File: config.mk
export PLATFORM = sky130hd
export DESIGN_NAME = burst_addr_seq
export DESIGN_NICKNAME = d
export VERILOG_FILES = /design/src/rtl/burst_seq_pkg.sv /design/src/rtl/burst_order_unit.sv /design/src/rtl/burst_state_reg.sv /design/src/rtl/burst_upper_reg.sv /design/src/rtl/burst_addr_seq.sv
export SDC_FILE = /design/constraint.sdc
export NUM_CORES = 1
export LEC_CHECK = 0
export BUFFER_PORTS_ARGS = -buffer_cell sky130_fd_sc_hd__buf_2
export CAP_MARGIN = 20
export CORE_MARGIN = 4
export CORE_UTILIZATION = 40
export CTS_BUF_LIST = sky130_fd_sc_hd__clkbuf_16
export CTS_CLUSTER_DIAMETER = 60
export DETAILED_ROUTE_END_ITERATION = 8
export GPL_TIMING_DRIVEN = 0
export HOLD_SLACK_MARGIN = 0.05
export PLACE_DENSITY_LB_ADDON = 0.25
export SLEW_MARGIN = 20
export SYNTH_ARGS = -nofsm -noshare
export SYNTH_HDL_FRONTEND = slang
export SYNTH_HIERARCHICAL = 1
export SYNTH_SLANG_ARGS = --single-unit
File: constraint.sdc
create_clock -name clk -period 2.2 [get_ports clk]
set_clock_uncertainty 0.1 [all_clocks]
set_input_delay 0.11 -clock clk [delete_from_list [all_inputs] [get_ports clk]]
set_output_delay 0.11 -clock clk [all_outputs]
set_load 0.05 [all_outputs]
File: src/rtl/burst_seq_pkg.sv
package burst_seq_pkg;

    localparam int OFS_W = 2;
    localparam int BURST_LEN = 1 << OFS_W;

    typedef logic [OFS_W-1:0] ofs_t;

    typedef enum logic {
        ORDER_LINEAR     = 1'b0,
        ORDER_INTERLEAVE = 1'b1
    } order_e;

    typedef struct packed {
        ofs_t start;
        ofs_t beat;
        ofs_t ofs;
    } burst_state_t;

    function automatic ofs_t beat_offset(order_e order, ofs_t start, ofs_t beat);
        ofs_t r;
        if (order == ORDER_INTERLEAVE) begin
            r = start ^ beat;
        end else begin
            r = ofs_t'(start + beat);
        end
        return r;
    endfunction

endpackage

File: src/rtl/burst_order_unit.sv
module burst_order_unit
    import burst_seq_pkg::*;
(
    input  order_e       order,
    input  logic         load,
    input  logic         adv,
    input  ofs_t         load_ofs,
    input  burst_state_t cur,
    output burst_state_t nxt
);

    ofs_t beat_inc;

    always_comb begin
        beat_inc = ofs_t'(cur.beat + 1'b1);
        nxt = cur;
        if (load) begin
            nxt.start = load_ofs;
            nxt.beat  = '0;
            nxt.ofs   = load_ofs;
        end else if (adv) begin
            nxt.beat = beat_inc;
            nxt.ofs  = beat_offset(order, cur.start, beat_inc);
        end
    end

endmodule

File: src/rtl/burst_state_reg.sv
module burst_state_reg
    import burst_seq_pkg::*;
(
    input  logic         clk,
    input  logic         rst,
    input  burst_state_t nxt,
    output burst_state_t cur
);

    always_ff @(posedge clk) begin
        if (rst) begin
            cur <= '0;
        end else begin
            cur <= nxt;
        end
    end

endmodule

File: src/rtl/burst_upper_reg.sv
module burst_upper_reg #(
    parameter int UP_W = 14
) (
    input  logic            clk,
    input  logic            rst,
    input  logic            load,
    input  logic [UP_W-1:0] upper_in,
    output logic [UP_W-1:0] upper_out
);

    always_ff @(posedge clk) begin
        if (rst) begin
            upper_out <= '0;
        end else if (load) begin
            upper_out <= upper_in;
        end
    end

endmodule

File: src/rtl/burst_addr_seq.sv
module burst_addr_seq
    import burst_seq_pkg::*;
#(
    parameter int ADDR_W = 16
) (
    input  logic              clk,
    input  logic              rst,
    input  logic              mode_interleave,
    input  logic              load,
    input  logic [ADDR_W-1:0] addr_in,
    input  logic              adv,
    output logic [ADDR_W-1:0] addr_out,
    output logic [1:0]        beat
);

    localparam int UP_W = ADDR_W - OFS_W;

    order_e       order;
    burst_state_t cur_st;
    burst_state_t nxt_st;
    logic [UP_W-1:0] upper_q;

    assign order = order_e'(mode_interleave);

    burst_order_unit u_order (
        .order    (order),
        .load     (load),
        .adv      (adv),
        .load_ofs (addr_in[OFS_W-1:0]),
        .cur      (cur_st),
        .nxt      (nxt_st)
    );

    burst_state_reg u_state (
        .clk (clk),
        .rst (rst),
        .nxt (nxt_st),
        .cur (cur_st)
    );

    burst_upper_reg #(.UP_W(UP_W)) u_upper (
        .clk       (clk),
        .rst       (rst),
        .load      (load),
        .upper_in  (addr_in[ADDR_W-1:OFS_W]),
        .upper_out (upper_q)
    );

    assign addr_out = {upper_q, cur_st.ofs};
    assign beat     = cur_st.beat;


    assert_reset_clear_R1: assert property (@(posedge clk)
        rst |=> (addr_out == '0 && beat == '0));


    assert_load_capture_R2: assert property (@(posedge clk) disable iff (rst)
        load |=> (addr_out == $past(addr_in) && beat == '0));


    assert_linear_order_R3: assert property (@(posedge clk) disable iff (rst)
        (adv && !load && !mode_interleave) |=> (addr_out[1:0] == ofs_t'(cur_st.start + beat)));


    assert_interleave_order_R4: assert property (@(posedge clk) disable iff (rst)
        (adv && !load && mode_interleave) |=> (addr_out[1:0] == (cur_st.start ^ beat)));


    assert_beat_step_R5: assert property (@(posedge clk) disable iff (rst)
        (adv && !load) |=> (beat == ofs_t'($past(beat) + 1'b1)));


    assert_suspend_hold_R6: assert property (@(posedge clk) disable iff (rst)
        (!adv && !load) |=> ($stable(addr_out) && $stable(beat)));


    assert_upper_fixed_R7: assert property (@(posedge clk) disable iff (rst)
        !load |=> $stable(addr_out[ADDR_W-1:OFS_W]));

endmodule

* Word-level counts from Yosys, hierarchy flattened
Cells that the tools add are included.
Word-level totals: bits in registers 20, input bits 21, output and inout port bits 18, logic and storage cells 12
Cells by class: $add $sub $neg 2, muxes and demuxes 3, bitwise logic cells 1, reduce and logical (&&, ||, !) cells 2
Operator list (number):
- $mux W2 | 3
- $add A2 B1 Y2 const B | 1
- $add A2 B2 Y2 | 1
- $reduce_bool A2 Y1 | 1
- $reduce_or A2 Y1 | 1
- $xor A2 B2 Y2 | 1

* Logic depth before layout (Yosys ltp)
Gate-level depths: netlist of run 1.
depth after elaboration 5, depth in mapped cells 7, depth with buffers taken out 7

* Cells and area by module
Netlist of run 1, hierarchy kept.
Modules (own cells, without submodules):
- burst_upper_reg | times used 1, cells an instance 45, area an instance 508.0 um^2, seq. area each 280.3 um^2
- burst_state_reg | times used 1, cells an instance 12, area an instance 157.7 um^2, seq. area each 120.1 um^2
- burst_order_unit | times used 1, cells an instance 20, area an instance 140.1 um^2, seq. area each 0.0 um^2

* Worst setup path before layout of run 1
Ideal clock, no wire load.
path kind register to register, start reg, netlist name u_state/cur[2], end reg, netlist name u_state/cur[1], library setup time 114 ps, data arrival time 1716 ps, path slack 271 ps, stages on the path, launching flop included 8, buffers on the path 0, clock period less this slack 1929 ps, path through dfxtp_1 -> inv_1 -> ha_1 -> nor2b_2 -> xnor3_1 -> mux2i_1 -> o21ai_1 -> nor2b_1

==> impl_metrics.toml, run 1 <==
[status]
status = "complete, no violations"

[cts]
clk_latency_ns = 0.25
clk_pin_slew_ns = 0.06
cts_inserted_buffers = 3
root_buffer = "clkbuf_16"
tritoncts = "yes"
cts_buffer_depth = 2
cts_htree_levels = 1
clock-sinks = 20

[worst_setup_path]
required_ns = 2.23
max_stage_delay_ns = 0.40
reg2reg_from = "u_state/cur[2]$_SDFF_PP0_"
reg2reg_slack_ns = 0.52
cp-start-kind = "register"
crit_arrival_ns = 1.72
crit_chain = "inv_1 > ha_1 > nor2b_2 > xnor3_1 > mux2i_1 > o21ai_1 > nor2b_1"
path_class = "reg -> reg"
cp-end-kind = "register"
cp_max_fo = 5
crit_path_top_delay_cell = "dfxtp_1"
worstReg2RegEnd = "u_state/cur[1]$_SDFF_PP0_"
r2r_cells = 7

[finish]
final_nets = 156
regArea_um2 = 400
final_cell_mix = "buf_2, dfxtp_1, mux2i_1, nor2_1, dlygate4sd3_1"
area_growth_pct = 57.9
multi_input_area_um2 = 359
layout_commonest_cell = "buf_2"
post_route_cells_drive_above_1_share = 0.338
diodes = 0
fillers = 152

[detailed_routing]
viasPerCell = 4.58
wl_per_cell_um = 12.0
detail_route.wirelength_mm = 1.90
drc = 0
num_vias = 724
antenna_left = 0
drt_iter0_drc = 10
drt_pass1_iterations = 4

[synth]
ys_types = 16
synth-compound-area-share = 0.0248
ys_seq_area_frac = 0.497
synth_seq_cells = 20
synth_fa_ha_area_frac = 0.0155
synthCells = 77
avgSynthCellArea_um2 = 10.5
synth_top_family_by_area = "multiplexers"
ys_warn_count = 6
syn_area_um2 = 806
synth.mux.area_fraction = 0.199
syn_nets = 99
synth-xor-area-share = 0.0606
synthSimpleGateAreaFrac = 0.146

[timing]
setup-violations-final = 0
tightest_slew_ns = 0.416
grt_setup_unrepaired = "no"
finalHoldViolations = 0
relSlewSlack = 0.723
slew_violations = 0
min_period_ns = 1.68
fin_tns_setup_ns = 0
post-route-period-util = 0.765
timing.hold.ws_ns = 0.0740
timing.fmax_mhz = 594

[die]
core_area_um2 = 1820
fp.dieArea_um2 = 2800
die-height_um = 52.9
rows = 15
pin_count = 39
initial_core_util = 0.443
die_x_um = 52.9

[pwr]
ir_drop_mv = 0.585
power.static_leakage_uw = 0.000643
power_per_cell_area_nw_per_um2 = 847

[worst_hold_path]
min_path_cells = 2
worst_hold_path_type = "in -> reg"
worstHoldStart = "rst"
holdPathEnd = "u_state/cur[0]$_SDFF_PP0_"

[global_routing]
grt_pass1_wl_mm = 3.20
grt_pass1_vias = 757
grt_usage = 0.154
grt_max_degree = 13
antenna_found_initial = 0
grt_overflow = 0

[placement]
io_buffers = 38
dp_hpwl_mm = 1.25
gp_congestion = 0.742

[run]
maxCapViolations = 0
==> layer usage <==
| metal | track usage | routed length [um] | part of all wire | up-vias |
|---|---|---|---|---|
| li1 | - | - | - | 360 |
| met5 | 0 | 0 | 0 | - |
| met2 | 0.310 | 1040 | 0.55 | 20 |
| met4 | 0.0511 | 16 | 0.0084 | 0 |
| met1 | 0.155 | 746 | 0.39 | 342 |
| met3 | 0.0282 | 102 | 0.054 | 2 |
==> worst max path at each step <==
stage	startpoint	end	slack [ns]	cells past startpoint
after floorplan	u_state/cur[2]$_SDFF_PP0_	u_state/cur[1]$_SDFF_PP0_	0.27	7
after global placement	u_state/cur[2]$_SDFF_PP0_	u_state/cur[1]$_SDFF_PP0_	0.55	7
after detailed placement	u_state/cur[2]$_SDFF_PP0_	u_state/cur[1]$_SDFF_PP0_	0.52	7
after CTS	u_state/cur[2]$_SDFF_PP0_	u_state/cur[1]$_SDFF_PP0_	0.51	7
after global routing	u_state/cur[2]$_SDFF_PP0_	u_state/cur[1]$_SDFF_PP0_	0.37	7
final	u_state/cur[2]$_SDFF_PP0_	u_state/cur[1]$_SDFF_PP0_	0.52	7
==> Yosys cell counts <==
cell | count | share of area
ha_1 | 1 | 0.016
o21ai_1 | 1 | 0.0062
nor2b_1 | 6 | 0.047
nor2b_2 | 1 | 0.011
inv_1 | 3 | 0.014
clkbuf_1 | 1 | 0.0047
buf_6 | 1 | 0.014
xor2_1 | 1 | 0.011
buf_12 | 1 | 0.025
nand2_1 | 3 | 0.014
nor2_1 | 16 | 0.075
xnor2_1 | 2 | 0.022
mux2i_1 | 16 | 0.20
xnor3_1 | 1 | 0.028
o21ai_0 | 3 | 0.019
dfxtp_1 | 20 | 0.50
==> state kept, by name (all words and copies together) (netlist names) <==
name	count
u_state/cur	6
u_upper/upper_out	14
==> logic make-up (layout without fill, tap and decap cells) <==
group           count (synthesis)  count (layout)
simple gates                   26              26
buf+inv                         6              62
mux                            16              16
fa+ha+maj                       1               1
flops                          20              20
xor+xnor                        4               4
compound gates                  4               4
==> power breakdown <==
group	switching [uW]	total (uW)	leakage, uW	internal, uW
combinational	115	192	0.000427	77.2
sequential	11.6	395	0.000165	384
clock	130	491	0.0000511	360
total	257	1080	0.000643	821
==> critical path: cells and delay by family, from the launching register on <==
family                   cells  cell delay [ns]
AO/OA/AOI/OAI                1             0.07
XOR/XNOR                     1             0.31
adder cells (fa/ha/maj)      1             0.18
buffers and inverters        1             0.06
flip-flops                   1             0.40
multiplexers                 1             0.15
AND/OR/NAND/NOR              2             0.28
==> what timing repair did <==
item / in CTS / in global routing
endpoints found under the hold margin: 14 / 0
buffers inserted: 0 / 0
resized for setup: 0 / 0
hold buffers: 14 / 0
==> cell type report <==
type	count	area share
clock inverter	1	0.0236
buffer	3	0.0275
clock buffer	3	0.0590
inverter	3	0.00885
multi-input combinational	51	0.282
tap	25	0.0246
timing repair buffer	52	0.260
sequential	20	0.315
==> metrics by stage <==
step                      setup slack (ns)  power (uW)   util  cell area [um^2]  instances
final                                0.517        1080  0.699              1270        158
after global routing                 0.370        1120  0.699              1270        158
after CTS                            0.514        1090  0.699              1270        158
after detailed placement             0.520         575  0.564              1030        140
after global placement               0.551         571  0.564              1030        140
after floorplan                      0.271         524      -               806         77
Power figures use the tool's default switching activity.
==> run 2, diff against run 1 <==
- ABC_AREA: default -> 1
- clock period: 2.2 -> 1.4 ns (I/O delays scaled with it)
==> run 2 against run 1 <==
  * Final cell count rose by 47%
  * Core utilization fell by 5.9 points
  * Sequential power rose by 59%
  * Non-clock buffer count rose by 4
  * Synthesized cell count rose by 90%
  * Die area rose by 12%
  * Area after synthesis rose by 14%
  * Clock power rose by 17%
  * Register-to-register slack got worse by 0.41 ns
  * Critical endpoint unchanged
==> impl_metrics.toml, run 2 <==
[synth]
ys_types = 12
synth-async-reset-ratio = 0
ys.flop_type = "dfxtp_1"
syn_area_um2 = 922
synth_most_common_cell = "nand2_1"
ys_seq_area_frac = 0.434
ys_top_cells_by_count = "nand2_1, nor2_1, inv_1"
ys_warn_count = 6
synth.area.top_cells = "dfxtp_1, nand2_1, nor2_1"
synth-edff-count = 0
synthCells = 146
avgSynthCellArea_um2 = 6.32
synth_seq_cells = 20
synth_top_area_frac = 0.434
syn_nets = 168
yosys.area.top_type = "dfxtp_1"

[pwr]
power.static_leakage_uw = 0.000813
power_uw = 1570
power_per_cell_area_nw_per_um2 = 1110
ir_drop_mv = 0.769

[worst_setup_path]
r2r_cells = 12
cp_max_fo = 5
worstReg2RegEnd = "u_state/cur[1]$_SDFF_PP0_"
path_delay_family = "simple AND/OR/NAND/NOR gates"
reg2reg_from = "u_state/cur[2]$_SDFF_PP0_"
cp.depth = 12
worst-path-buf-inv = 3
max_stage_delay_ns = 0.37
crit_arrival_ns = 1.33
path_class = "reg -> reg"
reg2reg_slack_ns = 0.11
cp-end-kind = "register"
crit_chain = "inv_4 > ha_4 > nand2_1 > nand2_1 > nand2_2 > inv_2 > nand2_1 > nand3_1 > nand2_1 > nand2_1 > inv_1 > nor2_1"
cp-start-kind = "register"
required_ns = 1.44
cpMostUsedCell = "nand2_1"
crit_path_top_delay_cell = "dfxtp_4"

[detailed_routing]
wl_per_cell_um = 10.0
drt_iter0_drc = 19
detail_route.wirelength_mm = 2.34
drt_pass1_iterations = 6
antenna_left = 0
num_vias = 1026
drc = 0
viasPerCell = 4.40

[worst_hold_path]
min_path_cells = 5
worst_hold_path_type = "in -> reg"
holdPathEnd = "u_state/cur[0]$_SDFF_PP0_"
worstHoldStart = "addr_in[0]"

[die]
fp.dieArea_um2 = 3140
initial_core_util = 0.417
die_x_um = 56.0
rows = 17
die-height_um = 56.0
pin_count = 39
core_area_um2 = 2210

[finish]
post_route_cells_drive_above_1_share = 0.254
largest-register = "u_upper/upper_out"
area_growth_pct = 53.6
largest_register_ffs = 14
layout_commonest_cell = "nand2_1"
final_cell_mix = "nand2_1, buf_2, nor2_1"
final_nets = 228
diodes = 0
reg_top3 = "u_upper/upper_out (14), u_state/cur (6)"
fillers = 218

[global_routing]
grt_usage = 0.154
grt_overflow = 0
antenna_found_initial = 0
grt_pass1_vias = 960
grt_pass1_wl_mm = 3.96
grt_max_degree = 12

[timing]
grt_setup_unrepaired = "no"
setup-violations-final = 0
post-route-period-util = 0.925
fin_tns_setup_ns = 0
finalHoldViolations = 0
tightest_slew_ns = 0.252
timing.fmax_mhz = 773
slew_violations = 0
relSlewSlack = 0.833
min_period_ns = 1.29

[cts]
clk_latency_ns = 0.25
cts_inserted_buffers = 3
cts_buffer_depth = 2
cts_htree_levels = 1
tritoncts = "yes"
clk_pin_slew_ns = 0.05
clock-sinks = 20
root_buffer = "clkbuf_16"

[placement]
gp_congestion = 0.725
io_buffers = 38
dp_hpwl_mm = 1.59

[run]
maxCapViolations = 0

[status]
status = "complete, no violations"
[run 2: worst max-delay path by stage]
stage,from,end
2_1_floorplan,u_state/cur[2]$_SDFF_PP0_,u_state/cur[1]$_SDFF_PP0_
3_3_place_gp,u_state/cur[2]$_SDFF_PP0_,u_state/cur[1]$_SDFF_PP0_
3_5_place_dp,u_state/cur[2]$_SDFF_PP0_,u_state/cur[1]$_SDFF_PP0_
4_1_cts,u_state/cur[2]$_SDFF_PP0_,u_state/cur[1]$_SDFF_PP0_
5_1_grt,u_state/cur[2]$_SDFF_PP0_,u_state/cur[1]$_SDFF_PP0_
6_report,u_state/cur[2]$_SDFF_PP0_,u_state/cur[1]$_SDFF_PP0_
[run 2: worst reg2reg max path: stages (launching register included)]
cell,delay (ns)
dfxtp_4,0.37
inv_4,0.05
ha_4,0.15
nand2_1,0.06
nand2_1,0.06
nand2_2,0.08
inv_2,0.03
nand2_1,0.04
nand3_1,0.07
nand2_1,0.06
nand2_1,0.05
inv_1,0.04
nor2_1,0.03
[run 2: repair_timing]
action,in CTS,in global routing
endpoints found under the hold margin,20,0
setup endpoints to repair,0,1
resized for setup,0,5
hold buffers,16,0
buffers inserted,0,1
[run 2: kinds of logic after synthesis]
group	synth area share
flops	0.434
fa+ha+maj	0.0136
buf+inv	0.167
compound gates	0.0448
simple gates	0.341
[run 2: per-layer routing]
layer / wire, um / track usage / share of wire / vias to the layer above
met1: 934 / 0.171 / 0.40 / 453
met5: 0 / 0 / 0 / -
met2: 1200 / 0.272 / 0.52 / 31
li1: - / - / - / 536
met3: 150 / 0.0394 / 0.064 / 6
met4: 46 / 0.0712 / 0.020 / 0
[run 2: cell type report]
| cell class | count | area (um^2) | area share |
|---|---|---|---|
| repair buffers | 55 | 358 | 0.253 |
| inverters | 30 | 115 | 0.0813 |
| well taps | 28 | 35.0 | 0.0247 |
| multi-input cells | 92 | 383 | 0.270 |
| clock inverters | 1 | 3.75 | 0.00265 |
| clock buffers | 3 | 75.1 | 0.0530 |
| plain buffers | 4 | 41.3 | 0.0292 |
| flip-flops and latches | 20 | 405 | 0.286 |
[run 2: per-stage QoR]
| step | util | std cells | hold slack [ns] | worst slack [ns] | area, um^2 |
|---|---|---|---|---|---|
| floorplan | - | 146 | 0.0316 | 0.0379 | 927 |
| global placement | 0.521 | 212 | 0.231 | 0.101 | 1150 |
| detailed placement | 0.521 | 212 | 0.241 | 0.0403 | 1150 |
| CTS | 0.629 | 232 | 0.0707 | 0.0301 | 1390 |
| global route | 0.640 | 233 | 0.108 | 0.0144 | 1420 |
| finish | 0.640 | 233 | 0.0800 | 0.106 | 1420 |
[run 2: where the power goes]
| group | internal [uW] | switching [uW] |
|---|---|---|
| clock | 380 | 196 |
| sequential | 607 | 19.6 |
| combinational | 128 | 235 |
==> run 3, diff against run 2 <==
- PLACE_DENSITY: default -> 0.82
- PLACE_DENSITY_LB_ADDON: 0.25 -> default
- RECOVER_POWER: default -> 100
==> run 3 against run 2 <==
  * Register-to-register slack better by 0.02 ns
  * Largest cell class unchanged
  * Sequential share of layout area up 0.38 points
  * Wire length down 7.4%
  * Design area down 1.3%
==> impl_metrics.toml, run 3 (synthesis results as in run 2) <==
[pwr]
power_per_cell_area_nw_per_um2 = 1110
power.static_leakage_uw = 0.000809
ir_drop_mv = 0.761

[cts]
cts_htree_levels = 1
clock-sinks = 20
root_buffer = "clkbuf_16"
cts_inserted_buffers = 3
cts_buffer_depth = 2
tritoncts = "yes"
clk_latency_ns = 0.24
clk_pin_slew_ns = 0.05

[worst_setup_path]
cp-end-kind = "register"
worstReg2RegEnd = "u_state/cur[1]$_SDFF_PP0_"
r2r_cells = 12
reg2reg_from = "u_state/cur[2]$_SDFF_PP0_"
path_class = "reg -> reg"
reg2reg_slack_ns = 0.12
required_ns = 1.44
crit_arrival_ns = 1.32
cp-start-kind = "register"
cp_max_fo = 5

[finish]
diodes = 0
post_route_cells_drive_above_1_share = 0.240
final_nets = 227
area_growth_pct = 51.6
final_cell_mix = "nand2_1, buf_2, nor2_1"
regArea_um2 = 405
reg_top3 = "u_upper/upper_out (14), u_state/cur (6)"
multi_input_area_um2 = 380
fillers = 209
utilization = 0.632
largest-register = "u_upper/upper_out"
layout_commonest_cell = "nand2_1"
largest_register_ffs = 14

[timing]
slew_violations = 0
timing.fmax_mhz = 783
setup-violations-final = 0
tightest_slew_ns = 0.263
timing.hold.ws_ns = 0.0534
min_period_ns = 1.28
finalHoldViolations = 0
relSlewSlack = 0.826
post-route-period-util = 0.912

[run]
maxCapViolations = 0

[worst_hold_path]
min_path_cells = 5
worst_hold_path_type = "in -> reg"
holdPathEnd = "u_state/cur[1]$_SDFF_PP0_"
worstHoldStart = "addr_in[1]"

[global_routing]
grt_pass1_vias = 893
grt_overflow = 0
antenna_found_initial = 0
grt_max_degree = 12
grt_pass1_wl_mm = 3.69
grt_usage = 0.141

[die]
initial_core_util = 0.417
die_x_um = 56.0
rows = 17
die-height_um = 56.0
core_area_um2 = 2210
fp.dieArea_um2 = 3140
pin_count = 39

[detailed_routing]
num_vias = 984
drt_iter0_drc = 12
drc = 0
antenna_left = 0
drt_pass1_iterations = 4
wl_per_cell_um = 9.32
viasPerCell = 4.24
detail_route.wirelength_mm = 2.16

[placement]
gp_congestion = 0.763
dp_hpwl_mm = 1.50
io_buffers = 38

[status]
status = "complete, no violations"
==> run 3: worst max path at each step <==
stage | start | endpoint | slack [ns]
after CTS | u_state/cur[2]$_SDFF_PP0_ | u_state/cur[1]$_SDFF_PP0_ | 0.06
after detailed placement | u_state/cur[2]$_SDFF_PP0_ | u_state/cur[1]$_SDFF_PP0_ | 0.07
after floorplan | u_state/cur[2]$_SDFF_PP0_ | u_state/cur[1]$_SDFF_PP0_ | 0.04
after global routing | u_state/cur[2]$_SDFF_PP0_ | u_state/cur[1]$_SDFF_PP0_ | -0.009
after global placement | u_state/cur[2]$_SDFF_PP0_ | u_state/cur[1]$_SDFF_PP0_ | 0.07
final | u_state/cur[2]$_SDFF_PP0_ | u_state/cur[1]$_SDFF_PP0_ | 0.12
==> run 3: layout make-up <==
cell class / count / area share
Clock inverter: 1 / 0.00269
Inverter: 30 / 0.0824
Sequential cell: 20 / 0.290
Clock buffer: 3 / 0.0537
Multi-Input combinational cell: 92 / 0.272
Tap cell: 28 / 0.0251
Buffer: 4 / 0.0278
Timing Repair Buffer: 54 / 0.246
==> run 3: power by group <==
part | internal (uW) | total [uW] | switching [uW]
sequential | 607 | 626 | 19.3
combinational | 124 | 354 | 230
clock | 379 | 572 | 193
total | 1110 | 1550 | 442
==> run 3: stage by stage <==
step	setup WS, ns	instances	total power, uW	cell area [um^2]	setup TNS, ns
global placement	0.0737	212	951	1150	0
CTS	0.0581	231	1550	1380	0
detailed placement	0.0677	212	956	1150	0
global route	-0.00925	232	1620	1400	-0.00925
floorplan	0.0379	146	870	927	0
finish	0.123	232	1550	1400	0
==> run 3: per-layer routing <==
metal / GRT usage / share of wire / up-vias
li1: - / - / 538
met1: 0.157 / 0.43 / 422
met2: 0.270 / 0.52 / 22
met3: 0.0232 / 0.038 / 2
met4: 0.0407 / 0.0097 / 0
met5: 0 / 0 / -
==> run 3: worst max-delay path, cell delays in order (launching register included) <==
cell and delay [ns]:
dfxtp_4 0.35, inv_4 0.05, ha_4 0.15, nand2_1 0.05, nand2_1 0.05, nand2_1 0.08
inv_1 0.05, nand2_1 0.05, nand3_1 0.06, nand2_1 0.06, nand2_1 0.04, inv_1 0.05
nor2_1 0.03
==> run 3: what timing repair did <==
action	in CTS	in global routing
hold buffers	15	0
endpoints found under the setup margin	0	1
buffers inserted	0	1
resized for setup	0	3
endpoints found under the hold margin	20	0
